--- src/rtl/udiv_pkg.sv ---
package udiv_pkg;

    // Controller states of the iterative divider
    typedef enum logic [2:0] {
        ST_IDLE   = 3'd0,
        ST_SHIFT  = 3'd1,
        ST_COMMIT = 3'd2,
        ST_FINISH = 3'd3,
        ST_REJECT = 3'd4
    } udiv_state_e;

endpackage

--- src/rtl/udiv_ctrl.sv ---
module udiv_ctrl
    import udiv_pkg::*;
#(
    parameter int W = 16
) (
    input  logic clk,
    input  logic rst_n,
    input  logic start,
    input  logic too_big,
    output logic load,
    output logic step,
    output logic commit,
    output logic busy,
    output logic done,
    output logic ovf
);

    localparam int CW = $clog2(W + 1);
    localparam logic [CW-1:0] ITER = CW'(W);

    udiv_state_e state, state_nx;
    logic [CW-1:0] cnt;
    logic          ovf_q;

    // next-state logic
    always_comb begin
        state_nx = state;
        unique case (state)
            ST_IDLE:   if (start) state_nx = too_big ? ST_REJECT : ST_SHIFT;
            ST_SHIFT:  state_nx = ST_COMMIT;
            ST_COMMIT: state_nx = (cnt == '0) ? ST_FINISH : ST_SHIFT;
            ST_FINISH: state_nx = ST_IDLE;
            ST_REJECT: state_nx = ST_IDLE;
            default:   state_nx = ST_IDLE;
        endcase
    end

    // state register, iteration counter and sticky overflow flag
    always_ff @(posedge clk or negedge rst_n) begin
        if (!rst_n) begin
            state <= ST_IDLE;
            cnt   <= '0;
            ovf_q <= 1'b0;
        end else begin
            state <= state_nx;
            if (load)
                cnt <= ITER;
            else if (step)
                cnt <= cnt - 1'b1;
            if (load)
                ovf_q <= 1'b0;
            else if (state == ST_IDLE && start && too_big)
                ovf_q <= 1'b1;
        end
    end

    // outputs decoded from the state
    always_comb begin
        load   = 1'b0;
        step   = 1'b0;
        commit = 1'b0;
        busy   = 1'b0;
        done   = 1'b0;
        unique case (state)
            ST_IDLE:   load = start && !too_big;
            ST_SHIFT:  begin step = 1'b1; busy = 1'b1; end
            ST_COMMIT: begin commit = 1'b1; busy = 1'b1; end
            ST_FINISH: done = 1'b1;
            ST_REJECT: done = 1'b1;
            default:   ;
        endcase
    end

    assign ovf = ovf_q;

    // a shift step always has at least one iteration left
    assert_iter_left_R4: assert property (@(posedge clk) disable iff (!rst_n)
        (state == ST_SHIFT) |-> (cnt != '0));

    // the loop ends only after the counter is exhausted
    assert_finish_count_R4: assert property (@(posedge clk) disable iff (!rst_n)
        (state == ST_FINISH) |-> (cnt == '0));

    // a rejection leaves the overflow flag raised
    assert_reject_flag_R5: assert property (@(posedge clk) disable iff (!rst_n)
        (state == ST_REJECT) |-> ovf_q);

endmodule

--- src/rtl/udiv_path.sv ---
module udiv_path #(
    parameter int W = 16
) (
    input  logic         clk,
    input  logic         rst_n,
    input  logic         load,
    input  logic         step,
    input  logic         commit,
    input  logic [W-1:0] dvd_hi,
    input  logic [W-1:0] dvd_lo,
    input  logic [W-1:0] dvs,
    output logic         too_big,
    output logic [W-1:0] quot,
    output logic [W-1:0] rem
);

    localparam int DW = 2 * W;

    logic [DW-1:0] acc;    // remainder in the upper word, quotient in the lower
    logic [W-1:0]  dsr;    // captured divisor
    logic [W:0]    trial;  // wide trial difference, top bit is the borrow

    // quotient fits only when the divisor exceeds the high word
    assign too_big = (dvs <= dvd_hi);

    always_ff @(posedge clk or negedge rst_n) begin
        if (!rst_n) begin
            acc   <= '0;
            dsr   <= '0;
            trial <= '0;
        end else if (load) begin
            acc <= {dvd_hi, dvd_lo};
            dsr <= dvs;
        end else if (step) begin
            trial <= acc[DW-1:W-1] - {1'b0, dsr};
            acc   <= {acc[DW-2:0], 1'b0};
        end else if (commit) begin
            if (!trial[W]) begin
                acc[DW-1:W] <= trial[W-1:0];
                acc[0]      <= 1'b1;
            end
        end
    end

    assign rem  = acc[DW-1:W];
    assign quot = acc[W-1:0];

    // partial remainder stays below the divisor after each commit
    assert_rem_below_R2: assert property (@(posedge clk) disable iff (!rst_n)
        commit |=> (acc[DW-1:W] < dsr));

    // the freshly shifted-in quotient bit starts at zero
    assert_shift_in_zero_R2: assert property (@(posedge clk) disable iff (!rst_n)
        step |=> (acc[0] == 1'b0));

endmodule

--- src/rtl/udiv_iter.sv ---
module udiv_iter #(
    parameter int W = 16
) (
    input  logic         clk,
    input  logic         rst_n,
    input  logic         start,
    input  logic [W-1:0] dvd_hi,
    input  logic [W-1:0] dvd_lo,
    input  logic [W-1:0] dvs,
    output logic         busy,
    output logic         done,
    output logic [W-1:0] quot,
    output logic [W-1:0] rem,
    output logic         ovf
);

    logic load, step, commit, too_big;

    udiv_ctrl #(.W(W)) u_ctrl (
        .clk     (clk),
        .rst_n   (rst_n),
        .start   (start),
        .too_big (too_big),
        .load    (load),
        .step    (step),
        .commit  (commit),
        .busy    (busy),
        .done    (done),
        .ovf     (ovf)
    );

    udiv_path #(.W(W)) u_path (
        .clk     (clk),
        .rst_n   (rst_n),
        .load    (load),
        .step    (step),
        .commit  (commit),
        .dvd_hi  (dvd_hi),
        .dvd_lo  (dvd_lo),
        .dvs     (dvs),
        .too_big (too_big),
        .quot    (quot),
        .rem     (rem)
    );

    assert_done_pulse_R8: assert property (@(posedge clk) disable iff (!rst_n)
        done |=> !done);

    assert_done_not_busy_R8: assert property (@(posedge clk) disable iff (!rst_n)
        !(done && busy));

    assert_reject_next_R5: assert property (@(posedge clk) disable iff (!rst_n)
        (!busy && !done && start && (dvs <= dvd_hi)) |=> (done && ovf));

    assert_reject_keeps_R5: assert property (@(posedge clk) disable iff (!rst_n)
        (done && ovf) |-> ($stable(quot) && $stable(rem)));

    assert_start_ignored_R7: assert property (@(posedge clk) disable iff (!rst_n)
        (busy && start) |=> (busy || (done && !ovf)));

    assert_accept_clears_R6: assert property (@(posedge clk) disable iff (!rst_n)
        (!busy && !done && start && (dvs > dvd_hi)) |=> (busy && !ovf));

endmodule

--- config.mk ---
export PLATFORM = sky130hd
export DESIGN_NAME = udiv_iter
export DESIGN_NICKNAME = d
export VERILOG_FILES = /design/src/rtl/udiv_pkg.sv /design/src/rtl/udiv_ctrl.sv /design/src/rtl/udiv_path.sv /design/src/rtl/udiv_iter.sv
export SDC_FILE = /design/constraint.sdc
export NUM_CORES = 1
export LEC_CHECK = 0
export ABC_AREA = 1
export BUFFER_PORTS_ARGS = -buffer_cell sky130_fd_sc_hd__buf_4
export CAP_MARGIN = 0
export CORE_ASPECT_RATIO = 0.9
export CORE_UTILIZATION = 30
export CTS_CLUSTER_SIZE = 16
export DETAILED_ROUTE_END_ITERATION = 6
export GPL_TIMING_DRIVEN = 0
export REMOVE_ABC_BUFFERS = 1
export SKIP_LAST_GASP = 1
export SLEW_MARGIN = 20
export SYNTH_ARGS = -nofsm -noshare
export SYNTH_HDL_FRONTEND = slang
export SYNTH_HIERARCHICAL = 1
export SYNTH_SLANG_ARGS = --single-unit
--- constraint.sdc ---
create_clock -name clk -period 3.4 [get_ports clk]
set_input_delay 0.17 -clock clk [delete_from_list [all_inputs] [get_ports clk]]
set_output_delay 0.17 -clock clk [all_outputs]
set_load 0.02 [all_outputs]
# ---- After elaboration in Yosys (flattened, before gate mapping)
# Index checks and enable logic that the tools add are counted.
dict set report word_totals {
  reg_bits 74
  latch_bits 0
  mem_bits_rw 0
  romBits 0
  input_bits 51
  output_inout_bits 35
  elab_cells 51
  n_memories 0
}
dict set report classes {
  addsub 2
  n_mul 0
  div_mod_pow 0
  n_lt_le_gt_ge 1
  n_eq_ne 6
  shifts 0
  n_mux 21
  bitwise 1
  n_reduce_logical 13
}
# cell n
set op_table {}
lappend op_table {{$mux W16} 3}
lappend op_table {{$mux W32} 1}
lappend op_table {{$sub A17 B16 Y17} 1}
lappend op_table {{$le A16 B16 Y1} 1}
lappend op_table {{$mux W15} 1}
lappend op_table {{$mux W1} 10}
lappend op_table {{$mux W5} 2}
lappend op_table {{$pmux W3 S3} 1}
lappend op_table {{$eq A3 B2 Y1 const B} 2}
lappend op_table {{$mux W3} 2}
lappend op_table {{$logic_not A5 Y1} 1}
lappend op_table {{$sub A5 B1 Y5 const B} 1}
lappend op_table {{$reduce_and A2 Y1} 2}
lappend op_table {{$reduce_bool A2 Y1} 2}
lappend op_table {{$reduce_or A2 Y1} 2}
lappend op_table {{$eq A3 B1 Y1 const B} 1}
lappend op_table {{$eq A3 B3 Y1 const B} 1}
lappend op_table {{$logic_and A1 B1 Y1} 3}
lappend op_table {{$logic_not A3 Y1} 1}
lappend op_table {{$ne A3 B3 Y1 const B} 1}
lappend op_table {{$reduce_bool A3 Y1} 1}
lappend op_table {{$mux W2} 1}
lappend op_table {{$ne A2 B2 Y1 const B} 1}
lappend op_table {{$logic_not A1 Y1} 1}
lappend op_table {{$not A1 Y1} 1}

# ---- Logic depth before layout (Yosys ltp)
dict set report depth {
  word_depth 6
  mapped_depth 20
  mapped_depth_nobuf 19
}

# ---- Modules after synthesis
# Netlist, hierarchy kept.
# mod instances cells_per_inst area_each_um2 seq_area_each_um2
set by_module_without_submodules {}
lappend by_module_without_submodules {udiv_path 1 562 4194.0 1626.6}
lappend by_module_without_submodules {udiv_ctrl 1 61 483.0 225.2}

# ---- Worst setup path after synthesis
# OpenSTA, ideal clock, no wires.
dict set report synth_timing {
  kind {input-to-reg}
  from {in dvd_hi[3]}
  to {reg u_path.acc[21]}
  setup_time_ps 125
  arrival_ps 1970
  required_ps 3275
  path_slack_ps 1305
  stages 19
  cell_sequence {inv_1 > ha_1 > nand2_1 > o21ai_0 > nand2_1 > nand3_1 > nand2_1 > nand2_1 > nand2_1 > inv_1 > nand4_2 > inv_1 > buf_6 > nor2_8 > inv_4 > buf_6 > o22ai_1 > o21ai_0 > o21ai_1}
}
dict set report synth_between {
  elab_chain_cells 6
  word_cells_on_any_way 8
  classes_between {order compare (1); eq/ne (1); mux (2); reduce/logical (4)}
}
# element line_no
set synth_lines {}
lappend synth_lines {{from (decl)} udiv_iter.sv:7} ;# input logic [W-1:0] dvd_hi,
lappend synth_lines {{$le A16 B16 Y1 *} udiv_path.sv:24} ;# assign too_big = (dvs <= dvd_hi);
lappend synth_lines {{net too_big} udiv_iter.sv:17} ;# logic load, step, commit, too_big;
lappend synth_lines {{$logic_not A1 Y1 *} udiv_ctrl.sv:65} ;# ST_IDLE: load = start && !too_big;
lappend synth_lines {{$logic_and A1 B1 Y1 *} udiv_ctrl.sv:65}
lappend synth_lines {{$mux W1 *} udiv_ctrl.sv:64} ;# unique case (state)
lappend synth_lines {{net load} udiv_iter.sv:17}
lappend synth_lines {{$ne A3 B3 Y1 (no line) / $reduce_bool A3 Y1 (equally long branches)} -}
lappend synth_lines {{$reduce_and A2 Y1 (no line)} -}
lappend synth_lines {{to (signal assigned)} udiv_path.sv:32} ;# acc <= {dvd_hi, dvd_lo};
lappend synth_lines {{to (signal assigned)} udiv_path.sv:36} ;# acc <= {acc[DW-2:0], 1'b0};
lappend synth_lines {{to (signal, indexed assignment)} udiv_path.sv:39} ;# acc[DW-1:W] <= trial[W-1:0];
lappend synth_lines {{to (decl)} udiv_path.sv:19} ;# logic [DW-1:0] acc;
# Mark *: on every way through the listed nets, which the timed path passes. The rest lies on a longest branch.
# A chain may end at the register's enable or synchronous reset.

# ---- Worst setup path in the final report
dict set report layout_timing {
  from {in dvd_hi[1]}
  to {reg u_path.acc[31]}
}
# The elaborated chain is that of the path after synthesis.

==> results.json <==
{
  "worstPathCellList": "buf_4 -> inv_1 -> ha_1 -> a21oi_1 -> o21ai_0 -> nand2_1 -> nand3_1 -> nand2_1 -> nand2_1 -> nand2_1 -> inv_1 -> nand4_2 -> inv_4 -> buf_12 -> inv_4 -> nand2_4 -> inv_2 -> a22oi_1 -> a22oi_1",
  "clock-sinks": 74,
  "worst_pin_slew_ns": 0.508,
  "grt_pass1_vias": 4074,
  "synth_top_cell_by_area": "dfrtp_1",
  "pwr-share-clk_pct": 16.0,
  "yosysTopAreaCellShare_pct": 39.6,
  "setup-tns-final_ns": 0,
  "drtIter0Drc": 178,
  "r2r-end": "u_path/acc[31]$_DFFE_PN0P_",
  "switching_share_pct": 47.3,
  "synthMuxAreaShare_pct": 0,
  "fmax_ghz": 0.327,
  "fin_skew_ns": 0.00767,
  "crit_path_start_kind": "input port",
  "power.internal_mw": 3.18,
  "dieHeight_um": 120,
  "route.detailed.drc": 0,
  "ys_ff_latch": 74,
  "clockRootBuffer": "clkbuf_16",
  "synthAdderAreaFrac_pct": 9.26,
  "final_nets": 794,
  "htreeDepth": 3,
  "synth_area_per_cell_sq_um": 7.51,
  "r2r-start": "u_ctrl/state[0]$_DFFE_PN0P_",
  "critPathKind": "input port to flip-flop",
  "crit_fanout": 41,
  "synth_ff_type": "dfrtp_1",
  "required_ns": 3.60,
  "setup_viol": 0,
  "critPathArrivalTime_ns": 3.26,
  "yosysWarnings": 6,
  "post-route-period-util_pct": 89.8,
  "synth_xor_area_share_pct": 0.562,
  "io_buffer_count": 85,
  "min_path_cells": 3,
  "min_path_type": "input port to flip-flop",
  "vias": 4210,
  "place.gp.congestion": 0.834,
  "dp_hpwl_um": 8850,
  "drt_wl_total_um": 12500,
  "grtUsageTotal_pct": 16.5,
  "antenna_found_initial": 0,
  "cellPowerDensity_mw_per_mm2": 1040,
  "clock_latency_ns": 0.34,
  "drive_above_1_share_pct": 17.1,
  "wl_per_cell_um": 13.7,
  "multi_input_area_sq_mm": 0.00227,
  "seq_power_share_pct": 26.0,
  "netlist_top_cells_area": "dfrtp_1 40%, nand2_1 15%, inv_1 9.3%",
  "drt_first_pass_iters": 4,
  "num_rows": 42,
  "worstHoldStart": "dvd_lo[5]",
  "areaGrowthSynthToFinish_pct": 24.7,
  "slew_headroom_pct": 65.8,
  "synth_area_sq_mm": 0.00468,
  "ys_types": 36,
  "num_io_pins": 86,
  "clockBufferDepth": 2,
  "pwr-share-comb_pct": 58.0,
  "rsz0062_at_grt": "no",
  "grt_pass1_wl_um": 20400,
  "num_antenna_cells": 0,
  "p_switching_mw": 2.86,
  "cp_slowest_cell": "ha_1",
  "leakage_nw": 3.13,
  "coreArea_sq_mm": 0.0150,
  "synth_top_family_by_area": "simple AND/OR/NAND/NOR gates",
  "clkTransAtPathRegs_ns": 0.06,
  "overflow": 0,
  "ant_nets": 0,
  "power_mw": 6.04,
  "synth_edf_count": 0,
  "r2r_slack_ns": 0.82,
  "fillers": 1589,
  "slew_viol_final": 0,
  "min_to": "u_path/acc[5]$_DFFE_PN0P_",
  "status": "finished, final reports clean",
  "ir_drop_uv": 460,
  "via_per_inst": 4.62,
  "synthesis.instances": 623,
  "grt_max_degree": 75,
  "seq_area_sq_mm": 0.00185,
  "hold_viol_final": 0,
  "reg2reg_depth": 9,
  "cts_tree": "built",
  "max_cap_viol_count": 0,
  "fp.dieW_um": 134,
  "dieArea_sq_mm": 0.0161,
  "synth_compound_area_share_pct": 14.5,
  "yosysMostFrequentCell": "nand2_1",
  "synth-simple-area-share_pct": 23.9,
  "ys_seq_area_share_pct": 39.6,
  "synth_commonest_cells": "181 x nand2_1, 116 x inv_1, 74 x dfrtp_1",
  "cts_buffers": 9,
  "fin_crit_ns": 3.05,
  "start_util_pct": 31.2,
  "timing.critical_path.mode_cell": "nand2_1",
  "async_flop_share_pct": 100,
  "endpoint_kind": "flip-flop",
  "slowest_delay_ns": 0.29
}
state kept, by name, indices dropped and copies added (netlist names):
register,cells
u_path/acc,32
u_path/trial,17
u_path/dsr,16
u_ctrl/cnt,5
u_ctrl/state,3
u_ctrl/ovf,1
metrics by stage:
step	std cells	hold slack, ns	setup WS (ns)	instance area [sq um]	util, %
6_report	912	0.0388	0.345	5830	38.9
5_1_grt	912	0.0324	0.0206	5830	38.9
4_1_cts	908	0.0276	0.0572	5780	38.6
3_5_place_dp	891	0.386	-0.539	5470	36.5
3_3_place_gp	890	0.384	-1.34	5450	36.4
2_1_floorplan	607	-0.126	0.407	4570	-
worst max-delay path: cells and delay by family:
kind | cells | cell delay, ns
AOI/OAI and AO/OA | 4 | 0.59
and+or+nand+nor | 7 | 1.02
adders and majority gates | 1 | 0.29
buffers and inverters | 7 | 1.16
metal layers:
layer	share of wire, %	GRT usage [%]
met3	6.8	5.58
met1	48	21.5
met4	0.49	3.20
met2	45	26.5
met5	0	0
kinds of logic (layout without fill, tap and decap cells):
family                     after synthesis  count (layout)
AOI/OAI and AO/OA                      113             114
adders and majority gates               34              34
DFF                                     74              74
buffers and inverters                  137             227
and+or+nand+nor                        262             262
xor gates and xnor gates                 3               3
cell usage in the layout (no fill, tap or decap), types with 2 or more instances in the layout:
cell,count
o21ai_0,38
o211ai_1,4
buf_4,87
o211ai_2,2
nand3b_1,3
inv_4,3
inv_1,115
a21oi_1,35
buf_12,2
inv_2,3
nor3_1,6
or2_2,2
nor2_1,26
ha_1,33
clkbuf_16,9
dfrtp_1,74
a21oi_4,2
o221ai_1,7
nand3_1,32
xor2_1,3
a22oi_1,13
or2_0,2
o21ai_1,5
nand4_1,3
o22ai_1,7
clkbuf_1,2
nand2_1,181
how the worst max path moves through the flow:
stage               startpoint                         end  slack, ns  cells after the start
global placement     dvd_hi[3]  u_path/acc[22]$_DFFE_PN0P_      -1.34                     19
CTS                  dvd_hi[1]  u_path/acc[21]$_DFFE_PN0P_       0.06                     20
detailed placement   dvd_hi[1]  u_path/acc[21]$_DFFE_PN0P_      -0.54                     20
floorplan            dvd_hi[5]  u_path/acc[21]$_DFFE_PN0P_       0.41                     18
global route         dvd_hi[3]  u_path/acc[28]$_DFFE_PN0P_       0.02                     19
finish               dvd_hi[1]  u_path/acc[31]$_DFFE_PN0P_       0.35                     19
timing repair:
item | in CTS | in global routing
hold buffers | 0 | 1
gates cloned | 1 | 0
gates resized for setup | 0 | 3
endpoints found under the hold margin | 0 | 32
buffers inserted | 0 | 2
endpoints found under the setup margin | 5 | 17
power by group through the flow:
stage / logic (mW) / clock network, mW / registers [mW]
finish: 3.51 / 0.965 / 1.57
global route: 3.95 / 1.03 / 1.62
CTS: 3.48 / 0.989 / 1.57
detailed placement: 3.42 / 0 / 1.58
global placement: 3.38 / 0 / 1.58
floorplan: 2.21 / 0 / 1.75
layout make-up:
class	count	area share, %
Inverter	121	7.92
Sequential cell	74	31.7
Tap cell	198	4.25
Clock inverter	4	0.879
Multi-Input combinational cell	413	38.9
Timing Repair Buffer	90	12.1
Clock buffer	12	4.23
Note: power is estimated with default switching activity, not from simulation.
